## src/rtl/s2m_pkg.sv

```systemverilog
package s2m_pkg;
    localparam int WORD_W   = 32;
    localparam int OFS_STAT = 12;
    localparam int OFS_APP  = 16;
    localparam int BIT_DONE = 31;
    localparam int BIT_SOP  = 27;
    localparam int BIT_EOP  = 26;

    typedef enum logic [3:0] {
        ST_HALT,
        ST_FETCH,
        ST_EVAL,
        ST_DATA,
        ST_STORE,
        ST_APP,
        ST_STAT,
        ST_NEXT,
        ST_IDLE
    } s2m_state_e;
endpackage

```

## src/rtl/s2m_app_capture.sv

```systemverilog
module s2m_app_capture #(
    parameter int WORDS = 5,
    localparam int IW = (WORDS > 1) ? $clog2(WORDS) : 1,
    localparam int CW = $clog2(WORDS + 2)
) (
    input  logic          clk,
    input  logic          rst_n,
    input  logic          c_valid,
    input  logic [31:0]   c_data,
    input  logic          c_last,
    input  logic [IW-1:0] rd_idx,
    output logic [31:0]   rd_word,
    output logic          c_err
);
    logic [31:0]   staged [WORDS];
    logic [31:0]   held   [WORDS];
    logic [CW-1:0] seen;

    always_ff @(posedge clk) begin
        if (!rst_n) begin
            seen  <= '0;
            c_err <= 1'b0;
            for (int i = 0; i < WORDS; i++) begin
                staged[i] <= '0;
                held[i]   <= '0;
            end
        end else begin
            c_err <= 1'b0;
            if (c_valid) begin
                if (seen < CW'(WORDS))
                    staged[IW'(seen)] <= c_data;
                if (c_last) begin
                    seen <= '0;
                    if (seen == CW'(WORDS - 1)) begin
                        for (int i = 0; i < WORDS; i++)
                            held[i] <= (i == WORDS - 1) ? c_data : staged[i];
                    end else begin
                        c_err <= 1'b1;
                    end
                end else if (seen < CW'(WORDS)) begin
                    seen <= seen + CW'(1);
                end
            end
        end
    end

    assign rd_word = held[rd_idx];
endmodule

```

## src/rtl/s2m_fill_counter.sv

```systemverilog
module s2m_fill_counter #(
    parameter int LW = 23
) (
    input  logic          clk,
    input  logic          rst_n,
    input  logic          clr,
    input  logic          inc,
    input  logic [LW-1:0] cap,
    output logic [LW-1:0] count,
    output logic          last_slot
);
    always_ff @(posedge clk) begin
        if (!rst_n)   count <= '0;
        else if (clr) count <= '0;
        else if (inc) count <= count + LW'(1);
    end

    assign last_slot = (count + LW'(1)) == cap;
endmodule

```

## src/rtl/s2m_scatter.sv

```systemverilog
module s2m_scatter
    import s2m_pkg::*;
#(
    parameter int AW        = 32,
    parameter int LW        = 23,
    parameter int APP_WORDS = 5
) (
    input  logic          clk,
    input  logic          rst_n,
    input  logic          run,
    input  logic          kick,
    input  logic [AW-1:0] head_ptr,
    input  logic [AW-1:0] tail_ptr,
    input  logic          s_valid,
    output logic          s_ready,
    input  logic [7:0]    s_data,
    input  logic          s_last,
    input  logic          c_valid,
    input  logic [31:0]   c_data,
    input  logic          c_last,
    output logic          c_err,
    output logic          mem_req,
    output logic          mem_we,
    output logic          mem_byte,
    output logic [AW-1:0] mem_addr,
    output logic [31:0]   mem_wdata,
    input  logic          mem_ack,
    input  logic [31:0]   mem_rdata,
    output logic          pkt_done,
    output logic          halted,
    output logic          idle
);
    localparam int IDXW = (APP_WORDS > 1) ? $clog2(APP_WORDS) : 1;
    localparam int WIW  = (IDXW > 2) ? IDXW : 2;

    s2m_state_e state, state_nx;

    logic [AW-1:0]  cur, nxt_ptr, buf_ptr;
    logic [LW-1:0]  cap, count;
    logic           owned, last_slot;
    logic [WIW-1:0] widx;
    logic [7:0]     byte_q;
    logic           last_q, sof_pend, sop_here, eop_q;
    logic [31:0]    app_word, stat_word;
    logic           start_ok, accept, unused_bits;

    assign start_ok = kick && run;
    assign accept   = s_valid && s_ready;
    assign unused_bits = ^{mem_rdata[30:LW], head_ptr[0]};

    s2m_app_capture #(.WORDS(APP_WORDS)) u_app (
        .clk(clk), .rst_n(rst_n), .c_valid(c_valid), .c_data(c_data),
        .c_last(c_last), .rd_idx(IDXW'(widx)), .rd_word(app_word), .c_err(c_err)
    );

    s2m_fill_counter #(.LW(LW)) u_fill (
        .clk(clk), .rst_n(rst_n), .clr(state == ST_EVAL),
        .inc(state == ST_STORE && mem_ack), .cap(cap),
        .count(count), .last_slot(last_slot)
    );

    // next-state logic
    always_comb begin
        state_nx = state;
        unique case (state)
            ST_HALT, ST_IDLE: if (start_ok) state_nx = ST_FETCH;
            ST_FETCH: if (mem_ack && widx == WIW'(3)) state_nx = ST_EVAL;
            ST_EVAL: begin
                if (owned)          state_nx = ST_HALT;
                else if (cap == '0) state_nx = ST_STAT;
                else                state_nx = ST_DATA;
            end
            ST_DATA:  if (accept) state_nx = ST_STORE;
            ST_STORE: if (mem_ack) begin
                if (last_q)         state_nx = ST_APP;
                else if (last_slot) state_nx = ST_STAT;
                else                state_nx = ST_DATA;
            end
            ST_APP:  if (mem_ack && widx == WIW'(APP_WORDS - 1)) state_nx = ST_STAT;
            ST_STAT: if (mem_ack) state_nx = ST_NEXT;
            ST_NEXT: state_nx = (cur == tail_ptr) ? ST_IDLE : ST_FETCH;
            default: state_nx = ST_HALT;
        endcase
    end

    // state register
    always_ff @(posedge clk) begin
        if (!rst_n) state <= ST_HALT;
        else        state <= state_nx;
    end

    // datapath registers
    always_ff @(posedge clk) begin
        if (!rst_n) begin
            cur <= '0; nxt_ptr <= '0; buf_ptr <= '0; cap <= '0; owned <= 1'b0;
            widx <= '0; byte_q <= '0; last_q <= 1'b0;
            sof_pend <= 1'b1; sop_here <= 1'b0; eop_q <= 1'b0;
        end else begin
            if ((state == ST_HALT || state == ST_IDLE) && start_ok) begin
                cur <= head_ptr; widx <= '0; sof_pend <= 1'b1; eop_q <= 1'b0;
            end
            if (state == ST_FETCH && mem_ack) begin
                unique case (widx[1:0])
                    2'd0: nxt_ptr <= mem_rdata[AW-1:0];
                    2'd1: buf_ptr <= mem_rdata[AW-1:0];
                    2'd2: cap     <= mem_rdata[LW-1:0];
                    default: owned <= mem_rdata[BIT_DONE];
                endcase
                widx <= widx + WIW'(1);
            end
            if (state == ST_EVAL) sop_here <= 1'b0;
            if (accept) begin
                byte_q <= s_data; last_q <= s_last;
            end
            if (state == ST_STORE && mem_ack) begin
                if (sof_pend) begin
                    sop_here <= 1'b1; sof_pend <= 1'b0;
                end
                if (last_q) begin
                    eop_q <= 1'b1; widx <= '0;
                end
            end
            if (state == ST_APP && mem_ack) widx <= widx + WIW'(1);
            if (state == ST_STAT && mem_ack && eop_q) sof_pend <= 1'b1;
            if (state == ST_NEXT) begin
                eop_q <= 1'b0;
                if (cur != tail_ptr) begin
                    cur <= nxt_ptr; widx <= '0;
                end
            end
        end
    end

    always_comb begin
        stat_word           = '0;
        stat_word[BIT_DONE] = 1'b1;
        stat_word[BIT_SOP]  = sop_here;
        stat_word[BIT_EOP]  = eop_q;
        stat_word[LW-1:0]   = count;
    end

    // outputs
    always_comb begin
        mem_req = 1'b0; mem_we = 1'b0; mem_byte = 1'b0;
        mem_addr = cur; mem_wdata = '0;
        s_ready = 1'b0; pkt_done = 1'b0; halted = 1'b0; idle = 1'b0;
        unique case (state)
            ST_HALT: halted = 1'b1;
            ST_IDLE: idle = 1'b1;
            ST_FETCH: begin
                mem_req  = 1'b1;
                mem_addr = cur + (AW'(widx) << 2);
            end
            ST_EVAL: ;
            ST_DATA: s_ready = run;
            ST_STORE: begin
                mem_req = 1'b1; mem_we = 1'b1; mem_byte = 1'b1;
                mem_addr  = buf_ptr + AW'(count);
                mem_wdata = {24'b0, byte_q};
            end
            ST_APP: begin
                mem_req = 1'b1; mem_we = 1'b1;
                mem_addr  = cur + AW'(OFS_APP) + (AW'(widx) << 2);
                mem_wdata = app_word;
            end
            ST_STAT: begin
                mem_req = 1'b1; mem_we = 1'b1;
                mem_addr  = cur + AW'(OFS_STAT);
                mem_wdata = stat_word;
            end
            ST_NEXT: pkt_done = eop_q;
            default: ;
        endcase
    end
endmodule

```

## config.mk

```make
export PLATFORM = sky130hd
export DESIGN_NAME = s2m_scatter
export DESIGN_NICKNAME = d
export VERILOG_FILES = /design/src/rtl/s2m_pkg.sv /design/src/rtl/s2m_app_capture.sv /design/src/rtl/s2m_fill_counter.sv /design/src/rtl/s2m_scatter.sv
export SDC_FILE = /design/constraint.sdc
export NUM_CORES = 1
export LEC_CHECK = 0
export ABC_AREA = 1
export BUFFER_PORTS_ARGS = -buffer_cell sky130_fd_sc_hd__buf_2
export CAP_MARGIN = 30
export CORE_ASPECT_RATIO = 0.6
export CORE_UTILIZATION = 38
export DETAILED_ROUTE_END_ITERATION = 16
export GPL_TIMING_DRIVEN = 0
export PLACE_DENSITY = 0.57
export SETUP_SLACK_MARGIN = 0.3
export SLEW_MARGIN = 20
export SYNTH_ARGS = -nofsm -noshare
export SYNTH_HDL_FRONTEND = slang
export SYNTH_SLANG_ARGS = --single-unit
```

## constraint.sdc

```tcl
create_clock -name clk -period 20.5 [get_ports clk]
set_input_delay 5.125 -clock clk [delete_from_list [all_inputs] [get_ports clk]]
set_output_delay 5.125 -clock clk [all_outputs]
set_load 0.01 [all_outputs]
```

### After elaboration in Yosys (flattened, before gate mapping)

Memory sizes are Yosys's and may differ from the RTL's. A register that Yosys moved wholly into a read port is not among the register bits.
Index checks and enable logic that the tools add are counted.
W data, S select, Z words.

| operators by class | value |
|---|---|
| magnitude comparators | 1 |
| reductions and logical operators | 30 |
| eq/ne operators | 22 |
| mux-type cells | 62 |
| bitwise gates (word level) | 7 |
| add/sub/neg operators | 8 |

Operators with widths:

| kind | number |
|---|---|
| $mux W32 | 9 |
| $pmux W32 S4 | 1 |
| $pmux W32 S3 | 1 |
| $add A32 B5 Y32 | 2 |
| $mux W3 | 15 |
| $add A32 B23 Y32 | 1 |
| $add A32 B4 Y32 const B | 1 |
| $add A32 B5 Y32 const B | 1 |
| $eq A32 B32 Y1 | 1 |
| $ne A32 B32 Y1 | 1 |
| $pmux W4 S8 | 1 |
| $reduce_or A32 Y1 | 1 |
| $mux W1 | 28 |
| $mux W4 | 7 |
| $add A23 B1 Y23 const B | 1 |
| $eq A23 B23 Y1 | 1 |
| $logic_not A23 Y1 | 1 |
| $eq A4 B3 Y1 const B | 4 |
| $ne A2 B2 Y1 const B | 6 |
| $logic_and A1 B1 Y1 | 10 |
| $reduce_and A2 Y1 | 5 |
| $eq A4 B2 Y1 const B | 2 |
| $reduce_or A2 Y1 | 4 |
| $add A3 B1 Y3 const B | 2 |
| 17 further kinds | 24 |

| storage, ports and cells | value |
|---|---|
| memories | 2 |
| input bits | 145 |
| memory bits (writable) | 320 |
| flip-flop bits (word level) | 166 |
| logic and storage cells | 147 |

Memories:

| name | depth | width | rd ports | clocked after Yosys merged registers in | write ports | RTL line | RTL |
|---|---|---|---|---|---|---|---|
| u_app.held | 5 | 32 | 1 | 1 | 5 | s2m_app_capture.sv:16 | `logic [31:0] held [WORDS];` |
| u_app.staged | 5 | 32 | 4 | 0 | 5 | s2m_app_capture.sv:15 | `logic [31:0] staged [WORDS];` |

### Longest topological paths before layout

Gate-level depths: netlist of run 1.

| depth | value |
|---|---|
| depth in word-level cells | 11 |
| mapped depth | 21 |
| gate-level depth less buffers | 21 |

### Cells and area by module

From an unflattened synthesis of run 1, not the netlist that was laid out.

| second synthesis, totals | value |
|---|---|
| cell total of the unflattened synthesis | 3,232 |
| area, all modules | 24,940.2 um2 |

By module, submodules not included:

| module | area an instance (um2) | instances | cells each |
|---|---|---|---|
| s2m_app_capture | 12,490.7 | 1 | 1,162 |
| s2m_scatter | 10,498.8 | 1 | 1,727 |
| s2m_fill_counter | 1,950.6 | 1 | 343 |

### Worst setup path after synthesis of run 1

Ideal clock, no wire load.

| timing path | value |
|---|---|
| path kind | input to register |
| start | input c_valid |
| end | memory u_app.held[0][0], enable pin |
| path buffers | 0 |
| cell stages on the path | 2 |
| arrival | 16.347 ns |
| required time | 19.599 ns |
| path slack | 3.252 ns |
| path through | nand2_1 o21ai_0 |

RTL lines:

| what | RTL line | RTL |
|---|---|---|
| from (decl) | s2m_scatter.sv:18 | `input logic c_valid,` |
| to (decl) | s2m_app_capture.sv:16 |  |

### Worst setup path after layout of run 1

| timing path | value |
|---|---|
| start | input run |
| end | output s_ready |

| between the ends | value |
|---|---|
| longest elaborated chain between the ends | 1 |

RTL lines:

| what | RTL line | RTL |
|---|---|---|
| from (decl) | s2m_scatter.sv:10 | `input logic run,` |
| $mux W1 | s2m_scatter.sv:147 | `unique case (state)` |
| to (decl) | s2m_scatter.sv:15 | `output logic s_ready,` |

Every way passes these cells.

==> impl_metrics.py, run 1 <==
metrics = {
    "setup_path": {
        "critPathMaxFanout": 2,
        "critPathSlowestCell": "nor2_1",
        "cp-start-kind": "input pin",
        "crit_chain": "buf_2 -> inv_1 -> nor2_1 -> buf_2",
        "cp_num_buf_inv": 3,
        "critPathKind": "input pin to output pin",
        "cp-end-kind": "output pin",
        "slowest_delay_ns": 0.33,
        "cp_common_cell": "buf_2",
        "crit_family": "buffers and inverters",
        "cp.required_ns": 15.38,
        "worstPathArrival_ns": 5.86,
    },
    "place": {
        "gp_congestion": 0.9685,
        "dpl.hpwl_um": 72020,
        "portBuffers": 215,
    },
    "sta": {
        "fin_crit_sh": 0.5360,
        "fin_hold_ws_ns": 0.4618,
        "period_minus_slack_ns": 10.99,
        "rsz0062_at_grt": "false",
        "drv_slew": 0,
        "worstMarginPinSlew_ns": 1.050,
        "setup_viol": 0,
        "slew_headroom": 0.2927,
        "hold_violations": 0,
        "skew_ns": 0.02351,
        "max_freq_mhz": 91.00,
    },
    "detailed_routing": {
        "drt_iter0_drc": 3132,
        "drc_errors": 0,
        "wl_per_cell_um": 22.72,
        "viasPerCell": 5.476,
        "ant_nets": 0,
        "firstDrtPassIters": 7,
        "vias": 22130,
        "wirelength_um": 91810,
    },
    "die": {
        "die_x_um": 322.4,
        "initial_core_util": 0.3844,
        "design.core.area_um2": 60870,
        "row_count": 70,
        "die_h_um": 194.2,
        "boundaryPins": 217,
        "die-area_um2": 62610,
    },
    "synthesis": {
        "ys_ff_latch": 454,
        "synth.distinct_cells": 55,
        "ys.flop_type": "edfxtp_1",
        "syn_inst": 2900,
        "syn_area_um2": 23400,
        "synth_edf_count": 288,
        "avgSynthCellArea_um2": 8.069,
        "synth_seq_area_share": 0.5116,
        "async_flop_share": 0,
        "syn-num-nets": 3089,
        "yosysWarnings": 0,
    },
    "layout": {
        "layout-drive-gt1-share": 0.1202,
        "area_growth_pct": 17.10,
        "post-route-util": 0.4502,
        "nets": 3369,
    },
    "flow_run": {
        "max_cap_viol_count": 0,
    },
    "clocking": {
        "tritoncts": "yes",
        "clockBufferDepth": 3,
        "cts_resized": 0,
        "cts_hold_buf": 0,
        "cts-root-buf": "clkbuf_16",
        "post_cts_buffers": 0,
        "cts_buffers": 45,
        "htreeDepth": 2,
        "path_clk_slew_ns": 0.06,
        "clock-sinks": 454,
        "clk_latency_ns": 0.61,
    },
    "global_route": {
        "grt.overflow.total": 0,
        "busiest_layer": "met1",
        "globalRouteMet3Util": 0.05431,
        "use_met2": 0.3711,
        "grt_max_degree": 27,
        "grt_pass1_wl_um": 131500,
        "grt.total_usage": 0.2881,
        "antenna_found_initial": 8,
        "grt_use_met1": 0.4817,
        "grt_pass1_vias": 19780,
    },
    "power_and_ir_drop": {
        "power_density_nw_per_um2": 87.78,
        "p_leak_nw": 11.06,
        "max-vdd-ir-drop_v": 0.00005968,
    },
    "run_status": {
        "status": "complete, no violations",
    },
    "min_path": {
        "hp-class": "register to register",
    },
}
path summary, 6_finish.rpt:
check | depth (start not counted) | slack, ns | startpoint | end
worst min-delay path | 2 | 0.46 | nxt_ptr[20]$_SDFFE_PN0P_ | nxt_ptr[20]$_SDFFE_PN0P_
worst min register to register | 2 | 0.46 | nxt_ptr[20]$_SDFFE_PN0P_ | nxt_ptr[20]$_SDFFE_PN0P_
worst max register to register | 13 | 16.79 | widx[0]$_SDFF_PN0_ | state[2]$_SDFFE_PN0P_
worst max-delay path | 4 | 9.51 | run | s_ready
cell usage after synthesis, drive strengths merged, types with 22 or more instances:
master	n	area, um2
o21ai	278	1399
buf	24	131.4
nand2	429	1650
ha	41	513.0
nor3	32	170.2
nor2	547	2122
inv	388	1456
edfxtp	288	8648
a31oi	27	168.9
nand4	29	181.4
o22ai	51	319.1
dfxtp	166	3323
a21oi	192	964.7
xnor2	22	192.7
nand3	156	780.8
clkbuf	120	451.7
kinds of logic (layout without fill, tap and decap cells):
logic type,after synthesis,after routing,share of synthesized area
AO/OA/AOI/OAI,607,607,0.1423
XOR/XNOR,39,39,0.01641
adder cells (fa/ha/maj),44,44,0.02449
buffers and inverters,532,844,0.08716
flip-flops,454,454,0.5116
other,0,1,0
AND/OR/NAND/NOR,1224,1224,0.2181
worst reg2reg max path, cell delays in order, from the launching register on:
cell	delay, ns
dfxtp_1	0.50
inv_1	0.17
clkbuf_1	0.47
clkbuf_1	0.58
ha_1	0.26
clkbuf_1	0.53
nand3_1	0.15
a22o_1	0.25
a21oi_1	0.16
inv_1	0.06
nor2_1	0.19
inv_1	0.11
nand2_1	0.09
a21oi_2	0.06
area by class of cell:
type | instances | area (um2)
timing repair buffer | 233 | 1458
clock buffer | 53 | 1176
fill | 6044 | 33470
buffer | 144 | 583.1
inverter | 388 | 1456
sequential | 454 | 11970
multi-input combinational | 1914 | 9410
tap | 828 | 1036
clock inverter | 26 | 309.0
antenna | 1 | 2.502
sequential cells by signal, indices dropped and copies added (netlist names):
name,count
eop_q,1
u_app.c_err,1
cap,23
last_q,1
u_app.staged,128
buf_ptr,32
owned,1
cur,32
widx,3
u_app.seen,3
u_fill.count,23
sop_here,1
byte_q,8
state,4
u_app.held,160
nxt_ptr,32
sof_pend,1
cells in the final DEF (no fill, tap or decap), drive strengths merged, types with 18 or more instances in the layout:
| master | synthesis | layout |
|---|---|---|
| xnor2 | 22 | 22 |
| o22ai | 51 | 51 |
| nand2 | 429 | 429 |
| buf | 24 | 256 |
| nand4 | 29 | 29 |
| nor3 | 32 | 32 |
| clkbuf | 120 | 174 |
| nor2 | 547 | 547 |
| clkinv | 0 | 18 |
| a31oi | 27 | 27 |
| nand3 | 156 | 156 |
| a21oi | 192 | 192 |
| o21ai | 278 | 278 |
| edfxtp | 288 | 288 |
| inv | 388 | 391 |
| dfxtp | 166 | 166 |
| ha | 41 | 41 |
through the flow:
step	instance area (um2)	instances	power (W)	worst slack, ns	TNS, ns
after global placement	25510	3943	0.001548	-2.261	-359.82
final	27400	4041	0.002406	9.512	0
after floorplan	23400	2900	0.001344	3.252	0
after CTS	27380	4038	0.002400	9.516	0
after detailed placement	25900	3959	0.001550	9.516	0
after global routing	27400	4041	0.002488	9.480	0
where the power goes:
| group | leakage (nW) | switching (W) | total [W] | internal (W) |
|---|---|---|---|---|
| logic | 6.00 | 0.000349 | 0.000485 | 0.000137 |
| clock network | 0.730 | 0.000381 | 0.000859 | 0.000478 |
| registers | 4.33 | 0.0000389 | 0.00106 | 0.00102 |
| total | 11.1 | 0.000769 | 0.00241 | 0.00164 |
per-layer routing:
metal | share of wire | vias up
li1 | - | 10210
met1 | 0.49 | 10580
met2 | 0.38 | 1236
met3 | 0.12 | 98
met4 | 0.015 | 2
met5 | 0.00014 | -
Note: power is estimated with default switching activity, not from simulation.
==> run 2, diff against run 1 <==
--- a/config.mk
+++ b/config.mk
@@ -5,7 +5,7 @@
 export SDC_FILE = /design/constraint.sdc
 export NUM_CORES = 1
 export LEC_CHECK = 0
-export ABC_AREA = 1
+export ABC_AREA = 0
 export BUFFER_PORTS_ARGS = -buffer_cell sky130_fd_sc_hd__buf_2
 export CAP_MARGIN = 30
 export CORE_ASPECT_RATIO = 0.6
==> constraint.sdc (replaced) <==
create_clock -name clk -period 10.44 [get_ports clk]
set_input_delay 2.61 -clock clk [delete_from_list [all_inputs] [get_ports clk]]
set_output_delay 2.61 -clock clk [all_outputs]
set_load 0.01 [all_outputs]
==> impl_metrics.py, run 2 <==
metrics = {
    "layout": {
        "reg.largest.list": "u_app.held: 160 flops, u_app.staged: 128 flops",
        "fin_area_um2": 27070,
        "top_register": "u_app.held",
        "largest_register_ff_count": 160,
        "layout-drive-gt1-share": 0.1622,
        "fillers": 5655,
        "layout_common_cells": "nand2_1, edfxtp_1, and2_1",
        "nets": 2710,
        "final_common_cell": "nand2_1",
        "area_growth_pct": 17.07,
    },
    "detailed_routing": {
        "ant_nets": 0,
        "drc_errors": 0,
        "firstDrtPassIters": 5,
        "drt_iter0_drc": 2074,
        "vias": 18740,
        "viasPerCell": 5.550,
        "wirelength_um": 81440,
        "wl_per_cell_um": 24.12,
    },
    "sta": {
        "drv_slew": 0,
        "rsz0062_at_grt": "false",
        "period_minus_slack_ns": 8.301,
        "setup_viol": 0,
        "slew_headroom": 0.2978,
        "skew_ns": 0.02849,
        "finalSetupTns_ns": 0,
        "worstMarginPinSlew_ns": 1.053,
        "hold_violations": 0,
        "fin_crit_sh": 0.7951,
        "max_freq_mhz": 120.5,
    },
    "clocking": {
        "clockBufferDepth": 3,
        "cts_hold_buf": 0,
        "tritoncts": "yes",
        "clock-sinks": 454,
        "clk_latency_ns": 0.63,
        "htreeDepth": 2,
        "cts-root-buf": "clkbuf_16",
        "path_clk_slew_ns": 0.07,
        "cts_buffers": 46,
        "post_cts_buffers": 0,
        "cts_resized": 0,
    },
    "synthesis": {
        "synth.most_common_cell": "nand2_1",
        "synthTopCellsByArea": "edfxtp_1, dfxtp_1, and2_1",
        "synth_top_family_by_area": "simple AND/OR/NAND/NOR gates",
        "synth_xor_area_frac": 0.04205,
        "synthAdderAreaFrac": 0.02478,
        "yosysWarnings": 0,
        "syn-num-nets": 2436,
        "synth_commonest_cells": "nand2_1, edfxtp_1, and2_1",
        "synth_compound_area_frac": 0.1158,
        "ys_ff_latch": 454,
        "synth-simple-area-share": 0.2023,
        "synth_edf_count": 288,
        "synth.distinct_cells": 83,
        "syn_area_um2": 23120,
        "synth_top_cell_area_share": 0.3740,
        "async_flop_share": 0,
        "avgSynthCellArea_um2": 10.29,
        "syn_inst": 2247,
        "ys.flop_type": "edfxtp_1",
        "synth_area_leader_cell": "edfxtp_1",
        "synth_seq_area_share": 0.5178,
        "muxShareOfSynthArea": 0.06191,
    },
    "min_path": {
        "hp-class": "register to register",
        "holdPathStages": 2,
        "hp-start": "nxt_ptr[0]$_SDFFE_PN0P_",
        "hold_path_end": "nxt_ptr[0]$_SDFFE_PN0P_",
    },
    "die": {
        "design.core.area_um2": 59660,
        "boundaryPins": 217,
        "die_h_um": 193.1,
        "die-area_um2": 61870,
        "initial_core_util": 0.3876,
        "die_x_um": 320.4,
        "row_count": 69,
    },
    "global_route": {
        "grt.overflow.total": 0,
        "grt_pass1_vias": 17690,
        "grt.total_usage": 0.2612,
        "grt_max_degree": 56,
        "grt_pass1_wl_um": 118200,
        "antenna_found_initial": 3,
    },
    "power_and_ir_drop": {
        "power_frac_comb": 0.167,
        "max-vdd-ir-drop_v": 0.0001219,
        "total_power_w": 0.004556,
        "swShare": 0.2942,
        "internal_power_w": 0.003216,
        "seq_power_share": 0.447,
        "p_leak_nw": 10.51,
        "power_density_nw_per_um2": 168.3,
        "clkPwrFrac": 0.387,
        "netSwitchingPower_w": 0.001340,
    },
    "run_status": {
        "status": "complete, no violations",
    },
    "setup_path": {
        "cp.required_ns": 7.83,
        "r2r_start": "u_fill.count[1]$_SDFFE_PP0P_",
        "cp-end-kind": "output pin",
        "reg2reg_depth": 9,
        "critPathKind": "register to output pin",
        "rrSetupSlack_ns": 6.89,
        "critPathMaxFanout": 10,
        "worstPathArrival_ns": 5.69,
        "cp-start-kind": "register",
        "reg2reg_to": "state[0]$_SDFFE_PN0P_",
    },
    "place": {
        "place_area_um2": 25460,
        "portBuffers": 215,
        "gp_congestion": 1.008,
        "dpl.hpwl_um": 61890,
    },
    "flow_run": {
        "max_cap_viol_count": 0,
    },
}
run 2: changes by cell type after synthesis, sizes merged, moves of 113 or more:
cell,previous run,this run
and2,1,268
inv,388,35
nand2,429,300
nand3,156,43
nor2,547,115
o21ai,278,107
run 2: power groups by stage:
stage,logic [W],clock network [W],registers [W]
floorplan,0.000447,0,0.00206
global placement,0.000721,0,0.00208
detailed placement,0.000736,0,0.00207
CTS,0.000740,0.00178,0.00203
global route,0.000808,0.00186,0.00204
finish,0.000759,0.00176,0.00204
run 2: layout make-up:
| type | instances | area, um2 | share of cell area |
|---|---|---|---|
| flip-flops and latches | 454 | 11970 | 0.4423 |
| multi-input cells | 1597 | 10380 | 0.3836 |
| repair buffers | 226 | 1281 | 0.04734 |
| clock buffers | 61 | 1279 | 0.04724 |
| well taps | 816 | 1021 | 0.03772 |
| plain buffers | 161 | 686.9 | 0.02538 |
| clock inverters | 25 | 311.5 | 0.01151 |
| inverters | 35 | 131.4 | 0.004854 |
| diodes | 1 | 2.502 | 0.00009245 |
run 2: metrics by stage:
stage,cells,hold slack [ns],setup WS [ns],util
3_3_place_gp,3278,0.4446,1.569,0.4227
2_1_floorplan,2247,0.4367,3.644,-
3_5_place_dp,3287,0.4510,2.760,0.4267
6_report,3376,0.4573,2.140,0.4537
5_1_grt,3376,0.4743,1.747,0.4537
4_1_cts,3373,0.4596,2.087,0.4534
run 2: how the worst max path moves through the flow:
stage                                startpoint                               to  slack (ns)  depth (start not counted)
final                        widx[0]$_SDFF_PN0_                     mem_addr[26]        2.14                         16
after global routing         widx[0]$_SDFF_PN0_                     mem_addr[26]        1.75                         16
after CTS                 state[2]$_SDFFE_PN0P_                     mem_addr[26]        2.09                         16
after detailed placement  state[2]$_SDFFE_PN0P_                     mem_addr[26]        2.76                         16
after global placement                    rst_n  u_app.held[0][11]$_SDFFCE_PN0P_        1.57                          3
after floorplan                           rst_n   u_app.held[0][0]$_SDFFCE_PN0P_        3.64                          2
run 2: kinds of logic (layout without fill, tap and decap cells):
family | Yosys count | count (layout)
and+or+nand+nor | 911 | 911
buffers and inverters | 196 | 508
adders and majority gates | 44 | 44
DFF | 454 | 454
muxes | 103 | 103
AOI/OAI and AO/OA | 428 | 428
other | 0 | 1
xor gates and xnor gates | 111 | 111
run 2: per-layer routing:
metal  part of all wire  vias up  global-route usage
li1                   -     8580                   -
met1               0.50     9309              0.4104
met2               0.40      746              0.3630
met3              0.082      100             0.05337
met4              0.017        2             0.05650
met5            0.00012        -                   0
run 2: critical path, cell delays in order (launching register included):
cell,delay [ns]
dfxtp_1,0.44
clkbuf_1,0.68
buf_1,0.68
inv_1,0.18
o21ai_0,0.16
ha_1,0.22
inv_1,0.05
fa_1,0.41
nor2b_1,0.17
o211ai_1,0.38
or3_1,0.62
nand2b_1,0.24
nor2_1,0.15
xor2_1,0.08
a221oi_1,0.30
o22ai_1,0.13
buf_2,0.18
